## config.mk

```make
export PLATFORM = sky130hd
export DESIGN_NAME = atm_tx_chan_seq
export DESIGN_NICKNAME = d
export VERILOG_FILES = /design/src/rtl/atm_txq_pkg.sv /design/src/rtl/txq_bd_walker.sv /design/src/rtl/txq_cell_emitter.sv /design/src/rtl/atm_tx_chan_seq.sv
export SDC_FILE = /design/constraint.sdc
export NUM_CORES = 1
export LEC_CHECK = 0
export BUFFER_PORTS_ARGS = -buffer_cell sky130_fd_sc_hd__buf_4
export CORE_ASPECT_RATIO = 0.9
export CORE_UTILIZATION = 47
export DETAILED_ROUTE_END_ITERATION = 8
export GPL_ROUTABILITY_DRIVEN = 0
export PLACE_DENSITY = 0.74
export REMOVE_ABC_BUFFERS = 1
export SKIP_CTS_REPAIR_TIMING = 1
export SYNTH_ARGS = -nofsm -noshare
export SYNTH_HDL_FRONTEND = slang
export SYNTH_SLANG_ARGS = --single-unit
```

## constraint.sdc

```tcl
create_clock -name clk -period 12.4 [get_ports clk]
set_clock_uncertainty 0.15 [all_clocks]
set_input_delay 2.48 -clock clk [delete_from_list [all_inputs] [get_ports clk]]
set_output_delay 2.48 -clock clk [all_outputs]
set_load 0.1 [all_outputs]
```

## src/rtl/atm_txq_pkg.sv

```systemverilog
package atm_txq_pkg;

    localparam int BUF_PTR_W = 32;
    localparam int BUF_LEN_W = 16;
    localparam int HDR_BYTES = 4;
    localparam int PAY_BYTES = 48;
    localparam int CELL_BYTES = HDR_BYTES + PAY_BYTES;
    localparam int IDX_W = $clog2(CELL_BYTES);
    localparam int TAKE_W = $clog2(PAY_BYTES + 1);

    localparam logic [2:0] MODE_AAL1 = 3'b001;
    localparam logic [2:0] MODE_AAL5 = 3'b010;

    typedef enum logic [1:0] {
        CELL_DATA  = 2'd0,
        CELL_AAL1  = 2'd1,
        CELL_ABORT = 2'd2
    } cell_kind_e;

    typedef struct packed {
        logic [BUF_PTR_W-1:0] ptr;
        logic [BUF_LEN_W-1:0] rem;
        logic                 last;
    } buf_ctx_t;

    function automatic logic [TAKE_W-1:0] cell_take(cell_kind_e k);
        return (k == CELL_AAL1) ? TAKE_W'(PAY_BYTES - 1) : TAKE_W'(PAY_BYTES);
    endfunction

    function automatic logic [7:0] hdr_byte(logic [31:0] h, logic [1:0] i);
        logic [7:0] b;
        case (i)
            2'd0:    b = h[31:24];
            2'd1:    b = h[23:16];
            2'd2:    b = h[15:8];
            default: b = h[7:0];
        endcase
        return b;
    endfunction

endpackage

```

## src/rtl/txq_bd_walker.sv

```systemverilog
module txq_bd_walker #(
    parameter int EXT_W    = 8,
    parameter int TBL_W    = 8,
    parameter int SLOT_LSB = 4,
    localparam int DA_W    = EXT_W + TBL_W + SLOT_LSB
) (
    input  logic             clk,
    input  logic             rst,
    input  logic [EXT_W-1:0] ext,
    input  logic [TBL_W-1:0] base,
    input  logic             advance,
    input  logic             wrap,
    output logic [DA_W-1:0]  desc_addr
);

    logic [TBL_W-1:0] offset_q;

    always_ff @(posedge clk) begin
        if (rst) begin
            offset_q <= '0;
        end else if (advance) begin
            offset_q <= wrap ? '0 : offset_q + 1'b1;
        end
    end

    always_comb begin
        desc_addr = {ext, base + offset_q, {SLOT_LSB{1'b0}}};
    end

endmodule

```

## src/rtl/txq_cell_emitter.sv

```systemverilog
module txq_cell_emitter
    import atm_txq_pkg::*;
(
    input  logic                 clk,
    input  logic                 rst,
    input  logic                 start,
    input  cell_kind_e           kind,
    input  logic [31:0]          hdr,
    input  logic [BUF_PTR_W-1:0] ptr,
    input  logic [BUF_LEN_W-1:0] rem,
    input  logic                 tx_ready,
    input  logic [7:0]           buf_byte,
    output logic                 busy,
    output logic [7:0]           tx_data,
    output logic                 tx_last,
    output logic [BUF_PTR_W-1:0] buf_addr
);

    localparam logic [IDX_W-1:0] LAST_IDX = IDX_W'(CELL_BYTES - 1);

    logic                 busy_q;
    logic [IDX_W-1:0]     idx_q;
    cell_kind_e           kind_q;
    logic [31:0]          hdr_q;
    logic [BUF_PTR_W-1:0] ptr_q;
    logic [BUF_LEN_W-1:0] rem_q;

    logic [IDX_W-1:0] pay_i;
    logic [IDX_W-1:0] data_i;
    logic             in_buf;

    always_ff @(posedge clk) begin
        if (rst) begin
            busy_q <= 1'b0;
            idx_q  <= '0;
            kind_q <= CELL_DATA;
            hdr_q  <= '0;
            ptr_q  <= '0;
            rem_q  <= '0;
        end else if (start && !busy_q) begin
            busy_q <= 1'b1;
            idx_q  <= '0;
            kind_q <= kind;
            hdr_q  <= hdr;
            ptr_q  <= ptr;
            rem_q  <= rem;
        end else if (busy_q && tx_ready) begin
            if (idx_q == LAST_IDX) begin
                busy_q <= 1'b0;
            end else begin
                idx_q <= idx_q + 1'b1;
            end
        end
    end

    always_comb begin
        pay_i    = idx_q - IDX_W'(HDR_BYTES);
        data_i   = (kind_q == CELL_AAL1) ? pay_i - 1'b1 : pay_i;
        buf_addr = ptr_q + BUF_PTR_W'(data_i);
        in_buf   = BUF_LEN_W'(data_i) < rem_q;
        if (idx_q < IDX_W'(HDR_BYTES)) begin
            tx_data = hdr_byte(hdr_q, idx_q[1:0]);
        end else if (kind_q == CELL_ABORT) begin
            tx_data = 8'h00;
        end else if (kind_q == CELL_AAL1 && pay_i == '0) begin
            tx_data = 8'h00;
        end else begin
            tx_data = in_buf ? buf_byte : 8'h00;
        end
        busy    = busy_q;
        tx_last = busy_q && (idx_q == LAST_IDX);
    end

endmodule

```

## src/rtl/atm_tx_chan_seq.sv

```systemverilog
module atm_tx_chan_seq
    import atm_txq_pkg::*;
#(
    parameter int EXT_W    = 8,
    parameter int TBL_W    = 8,
    parameter int SLOT_LSB = 4,
    localparam int DA_W    = EXT_W + TBL_W + SLOT_LSB
) (
    input  logic                 clk,
    input  logic                 rst,
    input  logic [2:0]           cfg_mode,
    input  logic [31:0]          cfg_hdr,
    input  logic [TBL_W-1:0]     cfg_tbl_base,
    input  logic [EXT_W-1:0]     cfg_addr_ext,
    input  logic                 bnr_mask,
    input  logic                 chan_start,
    input  logic                 chan_stop,
    input  logic                 grant,
    output logic                 desc_rd,
    output logic [DA_W-1:0]      desc_addr,
    input  logic                 desc_rdy,
    input  logic                 desc_last,
    input  logic [BUF_LEN_W-1:0] desc_len,
    input  logic [BUF_PTR_W-1:0] desc_ptr,
    output logic [BUF_PTR_W-1:0] buf_addr,
    input  logic [7:0]           buf_byte,
    output logic                 tx_valid,
    input  logic                 tx_ready,
    output logic [7:0]           tx_data,
    output logic                 tx_last,
    output logic                 bnr_event,
    output logic                 chan_active,
    output logic                 in_frame
);

    // channel state
    logic     active_q;
    logic     stop_q;
    logic     open_q;
    logic     inframe_q;
    logic     bnr_q;
    buf_ctx_t ctx_q;

    // grant decisions
    logic        em_busy;
    logic        accept;
    logic        do_stop;
    logic        do_abort;
    logic        need_bd;
    logic        do_data;
    logic        close_buf;
    logic        wrap_sel;
    logic        is_aal5;
    cell_kind_e  kind;
    buf_ctx_t    cur;
    logic [TAKE_W-1:0]    take;
    logic [BUF_LEN_W-1:0] left;

    always_comb begin
        is_aal5  = (cfg_mode == MODE_AAL5);
        accept   = grant && active_q && !em_busy;
        do_stop  = accept && stop_q;
        do_abort = do_stop && is_aal5 && inframe_q;
        need_bd  = accept && !stop_q && !open_q;
        do_data  = accept && !stop_q && (open_q || desc_rdy);

        if (open_q) begin
            cur = ctx_q;
        end else begin
            cur.ptr  = desc_ptr;
            cur.rem  = desc_len;
            cur.last = desc_last;
        end

        if (do_abort) begin
            kind = CELL_ABORT;
        end else if (cfg_mode == MODE_AAL1) begin
            kind = CELL_AAL1;
        end else begin
            kind = CELL_DATA;
        end

        take      = cell_take(kind);
        left      = (cur.rem > BUF_LEN_W'(take)) ? cur.rem - BUF_LEN_W'(take) : '0;
        close_buf = (do_data && left == '0) || do_abort;
        wrap_sel  = do_abort ? ctx_q.last : cur.last;
        desc_rd   = need_bd;
    end

    always_ff @(posedge clk) begin
        if (rst) begin
            active_q  <= 1'b0;
            stop_q    <= 1'b0;
            open_q    <= 1'b0;
            inframe_q <= 1'b0;
            bnr_q     <= 1'b0;
            ctx_q     <= '0;
        end else begin
            bnr_q <= need_bd && !desc_rdy && bnr_mask;

            if (chan_start) begin
                active_q <= 1'b1;
            end else if (do_stop) begin
                active_q <= 1'b0;
            end

            if (do_stop) begin
                stop_q <= 1'b0;
            end else if (chan_stop) begin
                stop_q <= 1'b1;
            end

            if (do_abort) begin
                open_q    <= 1'b0;
                inframe_q <= 1'b0;
                ctx_q.rem <= '0;
            end else if (do_data) begin
                open_q     <= (left != '0);
                ctx_q.ptr  <= cur.ptr + BUF_PTR_W'(take);
                ctx_q.rem  <= left;
                ctx_q.last <= cur.last;
                if (is_aal5) begin
                    inframe_q <= (left != '0);
                end else if (left == '0) begin
                    inframe_q <= 1'b0;
                end
            end
        end
    end

    txq_bd_walker #(
        .EXT_W    (EXT_W),
        .TBL_W    (TBL_W),
        .SLOT_LSB (SLOT_LSB)
    ) u_walker (
        .clk       (clk),
        .rst       (rst),
        .ext       (cfg_addr_ext),
        .base      (cfg_tbl_base),
        .advance   (close_buf),
        .wrap      (wrap_sel),
        .desc_addr (desc_addr)
    );

    txq_cell_emitter u_emit (
        .clk      (clk),
        .rst      (rst),
        .start    (do_data || do_abort),
        .kind     (kind),
        .hdr      (cfg_hdr),
        .ptr      (cur.ptr),
        .rem      (do_abort ? '0 : cur.rem),
        .tx_ready (tx_ready),
        .buf_byte (buf_byte),
        .busy     (em_busy),
        .tx_data  (tx_data),
        .tx_last  (tx_last),
        .buf_addr (buf_addr)
    );

    always_comb begin
        tx_valid    = em_busy;
        bnr_event   = bnr_q;
        chan_active = active_q;
        in_frame    = inframe_q;
    end

endmodule

```

==> impl_metrics.yaml, run 1 <==
floorplanning:
  rows: 49
  ios: 182
  fp.dieW_um: 152.6
  coreArea_um2: 19990
  initial_core_util_pct: 48.00
  die_h_um: 137.5
  dieArea_um2: 20990
final_layout:
  fin_nets: 1493
  fillers: 1869
  insertedDiodeCount: 0
  area_delta_synth_final_pct: 20.20
  final_layout_size_suffix_gt1_share_pct: 18.18
synth:
  yosys-top-cells-count: "159 x sky130_fd_sc_hd__nand2_1, 151 x sky130_fd_sc_hd__dfxtp_1, 120 x sky130_fd_sc_hd__nor2_1"
  mappedNetlistArea_um2: 9593
  synthDominantCellAreaShare_pct: 31.51
  top_post_synthesis_cells_by_area: "sky130_fd_sc_hd__dfxtp_1 32%, sky130_fd_sc_hd__nand2_1 6.2%, sky130_fd_sc_hd__a21oi_1 5.4%"
  synth_seq_area_share_pct: 31.51
  syn_area_per_cell_um2: 7.857
  synth_ff_type: "sky130_fd_sc_hd__dfxtp_1"
  syn-instance-count: 1221
  synth.yosys.warnings: 0
  synth-edff-count: 0
  synth-seq-cells: 151
  most_frequent_cell_after_synthesis: "sky130_fd_sc_hd__nand2_1"
  synth_top_area_cell: "sky130_fd_sc_hd__dfxtp_1"
  synthDistinctLibCells: 76
  synth_async_sr_flop_share_pct: 0
global_route:
  globalRoute.totalOverflow: 0
  first_global_vias: 8428
  total_routing_resource_utilization_after_global_routing_pct: 24.64
  number_of_antenna_violations_at_the_first_check_in_global_routing: 0
  grt_first_pass_wirelength_mm: 41.73
  maximum_number_of_pins_on_one_net_before_global_route_repair: 81
timing:
  fmaxAchievable_mhz: 144.4
  period_minus_slack_ps: 6926
  grt_setup_unrepaired: "false"
  final-max-slew-violation-count: 0
  maxSlewHeadroom_pct: 13.38
  fin_crit_sh_pct: 55.86
  fin_hold_viols: 0
  finalSetupViolCount: 0
  setup_total_negative_slack_ps: 0
  setup_slack_ps: 5474
  tightest_slew_ps: 1293
run_status:
  status: "finished with violations"
  violated_checks: "DRC"
routing:
  drt_drc_violations_left: 14
  detail_route.wl_per_cell_um: 16.16
  vias_post_dr: 9092
  drt_iter0_markers: 634
  final_ant_viol_nets: 0
  dr.pass1.iters: 8
  avgViaCountPerCell: 5.672
  drt_wl_total_mm: 25.90
critical_path:
  timing.reg2reg.worst_path_depth: 11
  critPathKind: "in -> out"
  crit_end: "desc_addr[11]"
  arrival_ps: 4300
  path_max_fanout: 2
  worstSetupEndpointType: "primary output"
  worstReg2RegStart: "open_q"
  cp_launch_type: "primary input"
  critPathLaunch: "cfg_tbl_base[1]"
  critPathRequiredTime_ps: 9770
  timing.rr.end: "u_walker.offset_q[2]"
  worst-r2r-setup-slack_ps: 7430
placed_design:
  buffer_ports.inserted: 161
  dp_hpwl_mm: 18.05
  preCtsSetupSlack_ps: 5455
flow_run:
  cap_viol_max_count: 0
clocking:
  cts-root-to-sink-buffers: 2
  clkSlewWorstSetupHoldPaths_ps: 60
  root_buffer: "sky130_fd_sc_hd__clkbuf_16"
  htree_levels: 4
  cts.sinks: 151
  cts_tree: "yes"
  cts_made_buffers: 17
  clock_latency_at_the_later_pin_of_the_worst_skew_pair_ps: 420
power:
  p_leak_uw: 0.004472
  power_density_nw_per_um2: 116.5
  irDropWorstVdd_v: 0.00009266
min_path:
  hold_path_class: "reg -> reg"
[stage by stage]
step	instance area, um2	total power, uW	util (%)	hold slack [ps]	cells
floorplan	9239	683.8	-	272.3	1147
global route	11530	1392	57.69	317.9	1603
CTS	11530	1350	57.69	301.0	1603
finish	11530	1344	57.69	299.1	1603
global placement	10860	758.4	54.33	284.9	1571
detailed placement	10860	761.6	54.33	294.7	1571
[logic make-up after synthesis]
kind of cell               synth area share (%)
AOI/OAI and AO/OA                         20.53
and+or+nand+nor                           23.29
xor gates and xnor gates                  7.487
other                                   0.03909
buffers and inverters                     5.335
adders and majority gates                 5.791
DFF                                       31.51
muxes                                     6.013
[flip-flops by register name, indices dropped and copies added, names as in the netlist]
name	count
u_walker.offset_q	8
u_emit.kind_q	2
u_emit.rem_q	16
chan_active	1
open_q	1
stop_q	1
u_emit.busy	1
bnr_event	1
in_frame	1
ctx_q	49
u_emit.ptr_q	32
u_emit.idx_q	6
u_emit.hdr_q	32
[where the power goes]
group	internal (uW)	total (uW)	switching (uW)	leakage, uW
Combinational	82.0	242	160	0.00292
Sequential	498	511	12.4	0.00122
Clock	380	590	210	0.000327
[area by class of cell]
type / count / area (um2) / share of cell area [%]
sequential: 151 / 3027 / 26.25
inverter: 39 / 146.4 / 1.270
multi-input combinational: 957 / 6097 / 52.88
clock buffer: 22 / 484.2 / 4.199
timing repair buffer: 169 / 1269 / 11.00
clock inverter: 10 / 188.9 / 1.638
tap: 255 / 319.1 / 2.767
[worst max-delay path, stage by stage]
cell	delay, ps
sky130_fd_sc_hd__buf_4	110
sky130_fd_sc_hd__ha_1	280
sky130_fd_sc_hd__a21o_1	190
sky130_fd_sc_hd__a21oi_1	220
sky130_fd_sc_hd__o21bai_1	90
sky130_fd_sc_hd__a21oi_1	220
sky130_fd_sc_hd__o21bai_1	90
sky130_fd_sc_hd__a21oi_1	170
sky130_fd_sc_hd__xnor2_1	130
sky130_fd_sc_hd__buf_4	310
[placed cells by master (no fill, tap or decap), types with 6 or more instances in the layout]
cell type,netlist,routed
sky130_fd_sc_hd__dfxtp_1,151,150
sky130_fd_sc_hd__xor2_1,32,32
sky130_fd_sc_hd__nand3_1,44,44
sky130_fd_sc_hd__clkbuf_16,0,17
sky130_fd_sc_hd__a31oi_1,11,11
sky130_fd_sc_hd__buf_4,12,169
sky130_fd_sc_hd__ha_1,38,38
sky130_fd_sc_hd__nor2b_1,23,22
sky130_fd_sc_hd__mux2_2,21,21
sky130_fd_sc_hd__nand4_1,7,7
sky130_fd_sc_hd__o21bai_1,10,10
sky130_fd_sc_hd__nand2_1,159,158
sky130_fd_sc_hd__and3_1,12,12
sky130_fd_sc_hd__mux2i_1,34,34
sky130_fd_sc_hd__a21o_1,9,9
sky130_fd_sc_hd__a22oi_1,22,22
sky130_fd_sc_hd__xnor2_1,50,50
sky130_fd_sc_hd__nor2_1,120,120
sky130_fd_sc_hd__a221oi_1,6,6
sky130_fd_sc_hd__a222oi_1,9,9
sky130_fd_sc_hd__and2_1,15,15
sky130_fd_sc_hd__inv_1,39,39
sky130_fd_sc_hd__nand3b_1,10,10
sky130_fd_sc_hd__o21ai_0,60,60
sky130_fd_sc_hd__a211oi_1,29,29
sky130_fd_sc_hd__nor3_1,34,33
sky130_fd_sc_hd__nand2b_1,12,12
sky130_fd_sc_hd__a21oi_1,104,104
[metal layers]
layer / up-vias / GRT usage [%] / share of wire (%)
met4: 0 / 6.846 / 1.3
li1: 4515 / - / -
met2: 311 / 41.74 / 47
met1: 4244 / 32.42 / 46
met5: - / 0 / 0
met3: 22 / 4.184 / 6.1
[worst min path at each step]
stage                     startpoint                to  slack [ps]  cells past startpoint
floorplan                  ctx_q[20]         ctx_q[20]         270                      2
global placement           ctx_q[20]         ctx_q[20]         280                      2
detailed placement  u_emit.hdr_q[28]  u_emit.hdr_q[28]         290                      2
CTS                 u_emit.hdr_q[28]  u_emit.hdr_q[28]         300                      2
global route        u_emit.hdr_q[28]  u_emit.hdr_q[28]         320                      2
finish              u_emit.hdr_q[28]  u_emit.hdr_q[28]         300                      2
Power figures use the tool's default switching activity.
==> run 2: changes to the inputs <==
Settings changed: PLACE_DENSITY 0.74 to 0.77.
Clock period 12.4 ns to 6.3 ns, I/O delays scaled along.
==> impl_metrics.yaml, run 2 (synthesized netlist as in run 1, its figures left out) <==
run_status:
  status: "finished with violations"
  violated_checks: "DRC"
timing:
  grt_setup_unrepaired: "false"
  period_minus_slack_ps: 5326
  tightest_slew_ps: 1274
  final-max-slew-violation-count: 0
  fin_crit_sh_pct: 84.54
  fmaxAchievable_mhz: 187.8
  setup_slack_ps: 974.0
  finalSetupViolCount: 0
  maxSlewHeadroom_pct: 14.69
  fin_hold_viols: 0
min_path:
  min_path_cells: 2
  worst_hold_path.endpoint: "ctx_q[20]"
  hold_path.startpoint: "ctx_q[20]"
  hold_path_class: "reg -> reg"
critical_path:
  worstReg2RegStart: "open_q"
  arrival_ps: 3920
  worstSetupEndpointType: "primary output"
  timing.rr.end: "u_walker.offset_q[6]"
  critPathKind: "reg -> out"
  path_max_fanout: 5
  cp_launch_type: "register"
  critPathRequiredTime_ps: 4890
  worst-r2r-setup-slack_ps: 1660
  timing.reg2reg.worst_path_depth: 12
power:
  power_density_nw_per_um2: 224.5
  irDropWorstVdd_v: 0.0001661
  seqPwrFrac_pct: 39.1
  power.clock.fraction_pct: 42.5
  internal_power_uw: 1798
  switching_share_pct: 30.33
  p_comb_share_pct: 18.4
  p_leak_uw: 0.004445
  netSwitchingPower_uw: 782.4
final_layout:
  area_delta_synth_final_pct: 19.80
  fin_nets: 1493
  largest_register_ffs: 49
  final_util_pct: 57.50
  fillers: 1830
  most_common_cell_after_layout_fill_and_taps_aside: "sky130_fd_sc_hd__buf_4"
  top_regs: "ctx_q: 49 flops, u_emit.hdr_q: 32 flops, u_emit.ptr_q: 32 flops"
  insertedDiodeCount: 0
  final_cell_mix: "169 x sky130_fd_sc_hd__buf_4, 158 x sky130_fd_sc_hd__nand2_1, 150 x sky130_fd_sc_hd__dfxtp_1"
  largest_register: "ctx_q"
  post-route-cell-area_um2: 11490
  final_layout_size_suffix_gt1_share_pct: 18.25
clocking:
  clock_latency_at_the_later_pin_of_the_worst_skew_pair_ps: 430
  cts.sinks: 151
  cts-root-to-sink-buffers: 2
  cts_made_buffers: 17
  clkSlewWorstSetupHoldPaths_ps: 60
  root_buffer: "sky130_fd_sc_hd__clkbuf_16"
  htree_levels: 4
  cts_tree: "yes"
floorplanning:
  dieArea_um2: 20990
  initial_core_util_pct: 48.00
  ios: 182
  coreArea_um2: 19990
  rows: 49
  fp.dieW_um: 152.6
  die_h_um: 137.5
routing:
  avgViaCountPerCell: 5.720
  final_ant_viol_nets: 0
  drt_drc_violations_left: 16
  dr.pass1.iters: 8
  vias_post_dr: 9169
  drt_wl_total_mm: 25.64
  drt_iter0_markers: 732
  detail_route.wl_per_cell_um: 15.99
global_route:
  globalRoute.totalOverflow: 0
  total_routing_resource_utilization_after_global_routing_pct: 24.15
  first_global_vias: 8465
  grt_first_pass_wirelength_mm: 40.90
  number_of_antenna_violations_at_the_first_check_in_global_routing: 0
  maximum_number_of_pins_on_one_net_before_global_route_repair: 78
placed_design:
  dpl-instance-area_um2: 10860
  preCtsSetupSlack_ps: 881.5
  buffer_ports.inserted: 161
  dp_hpwl_mm: 18.12
flow_run:
  cap_viol_max_count: 0
## run 2: metal layers
metal	up-vias	global-route usage, %	routed length, um
li1	4535	-	-
met1	4262	32.53	11730
met2	339	39.25	11690
met3	33	4.467	1755
met4	0	7.632	469
met5	-	0	0
## run 2: worst max-delay path by stage
stage / start / end / cells after the start / slack [ps]
after floorplan: open_q / u_emit.rem_q[12] / 4 / -1290
after detailed placement: cfg_mode[1] / u_walker.offset_q[6] / 15 / 880
after global placement: cfg_mode[1] / u_walker.offset_q[6] / 15 / 1030
after CTS: u_emit.idx_q[0] / buf_addr[17] / 13 / 950
after global routing: u_emit.idx_q[2] / buf_addr[30] / 13 / 680
final: u_emit.idx_q[2] / buf_addr[30] / 13 / 970
## run 2: worst max-delay path, cell delays in order, from the launching register on
cell	delay, ps
sky130_fd_sc_hd__dfxtp_1	410
sky130_fd_sc_hd__inv_1	160
sky130_fd_sc_hd__ha_1	250
sky130_fd_sc_hd__xnor2_1	300
sky130_fd_sc_hd__xor2_1	170
sky130_fd_sc_hd__ha_1	360
sky130_fd_sc_hd__inv_1	50
sky130_fd_sc_hd__o21bai_1	140
sky130_fd_sc_hd__a21oi_1	150
sky130_fd_sc_hd__or3_1	510
sky130_fd_sc_hd__nor2_1	310
sky130_fd_sc_hd__nand3_1	150
sky130_fd_sc_hd__xnor2_1	180
sky130_fd_sc_hd__buf_4	320
## run 2: through the flow
step | hold WS (ps) | TNS (ps) | power, uW | instances
CTS | 301.1 | 0 | 2589 | 1603
floorplan | 272.3 | -69530 | 1346 | 1147
finish | 299.2 | 0 | 2580 | 1603
detailed placement | 292.9 | 0 | 1499 | 1571
global placement | 285.8 | 0 | 1493 | 1571
global route | 320.9 | 0 | 2667 | 1603
## run 2: area by class of cell
cell class / count / area, um2 / area share [%]
clock buffers: 18 / 450.4 / 3.919
inverters: 39 / 146.4 / 1.274
clock inverters: 14 / 185.2 / 1.611
multi-input cells: 957 / 6096 / 53.04
flip-flops and latches: 151 / 3027 / 26.34
repair buffers: 169 / 1269 / 11.04
well taps: 255 / 319.1 / 2.776
## run 2: power by group through the flow
stage               Clock (uW)  Combinational, uW  Sequential [uW]
floorplan                    0                316             1030
global placement             0                465             1030
detailed placement           0                471             1030
CTS                       1110                472             1010
global route              1150                507             1010
finish                    1100                475             1010
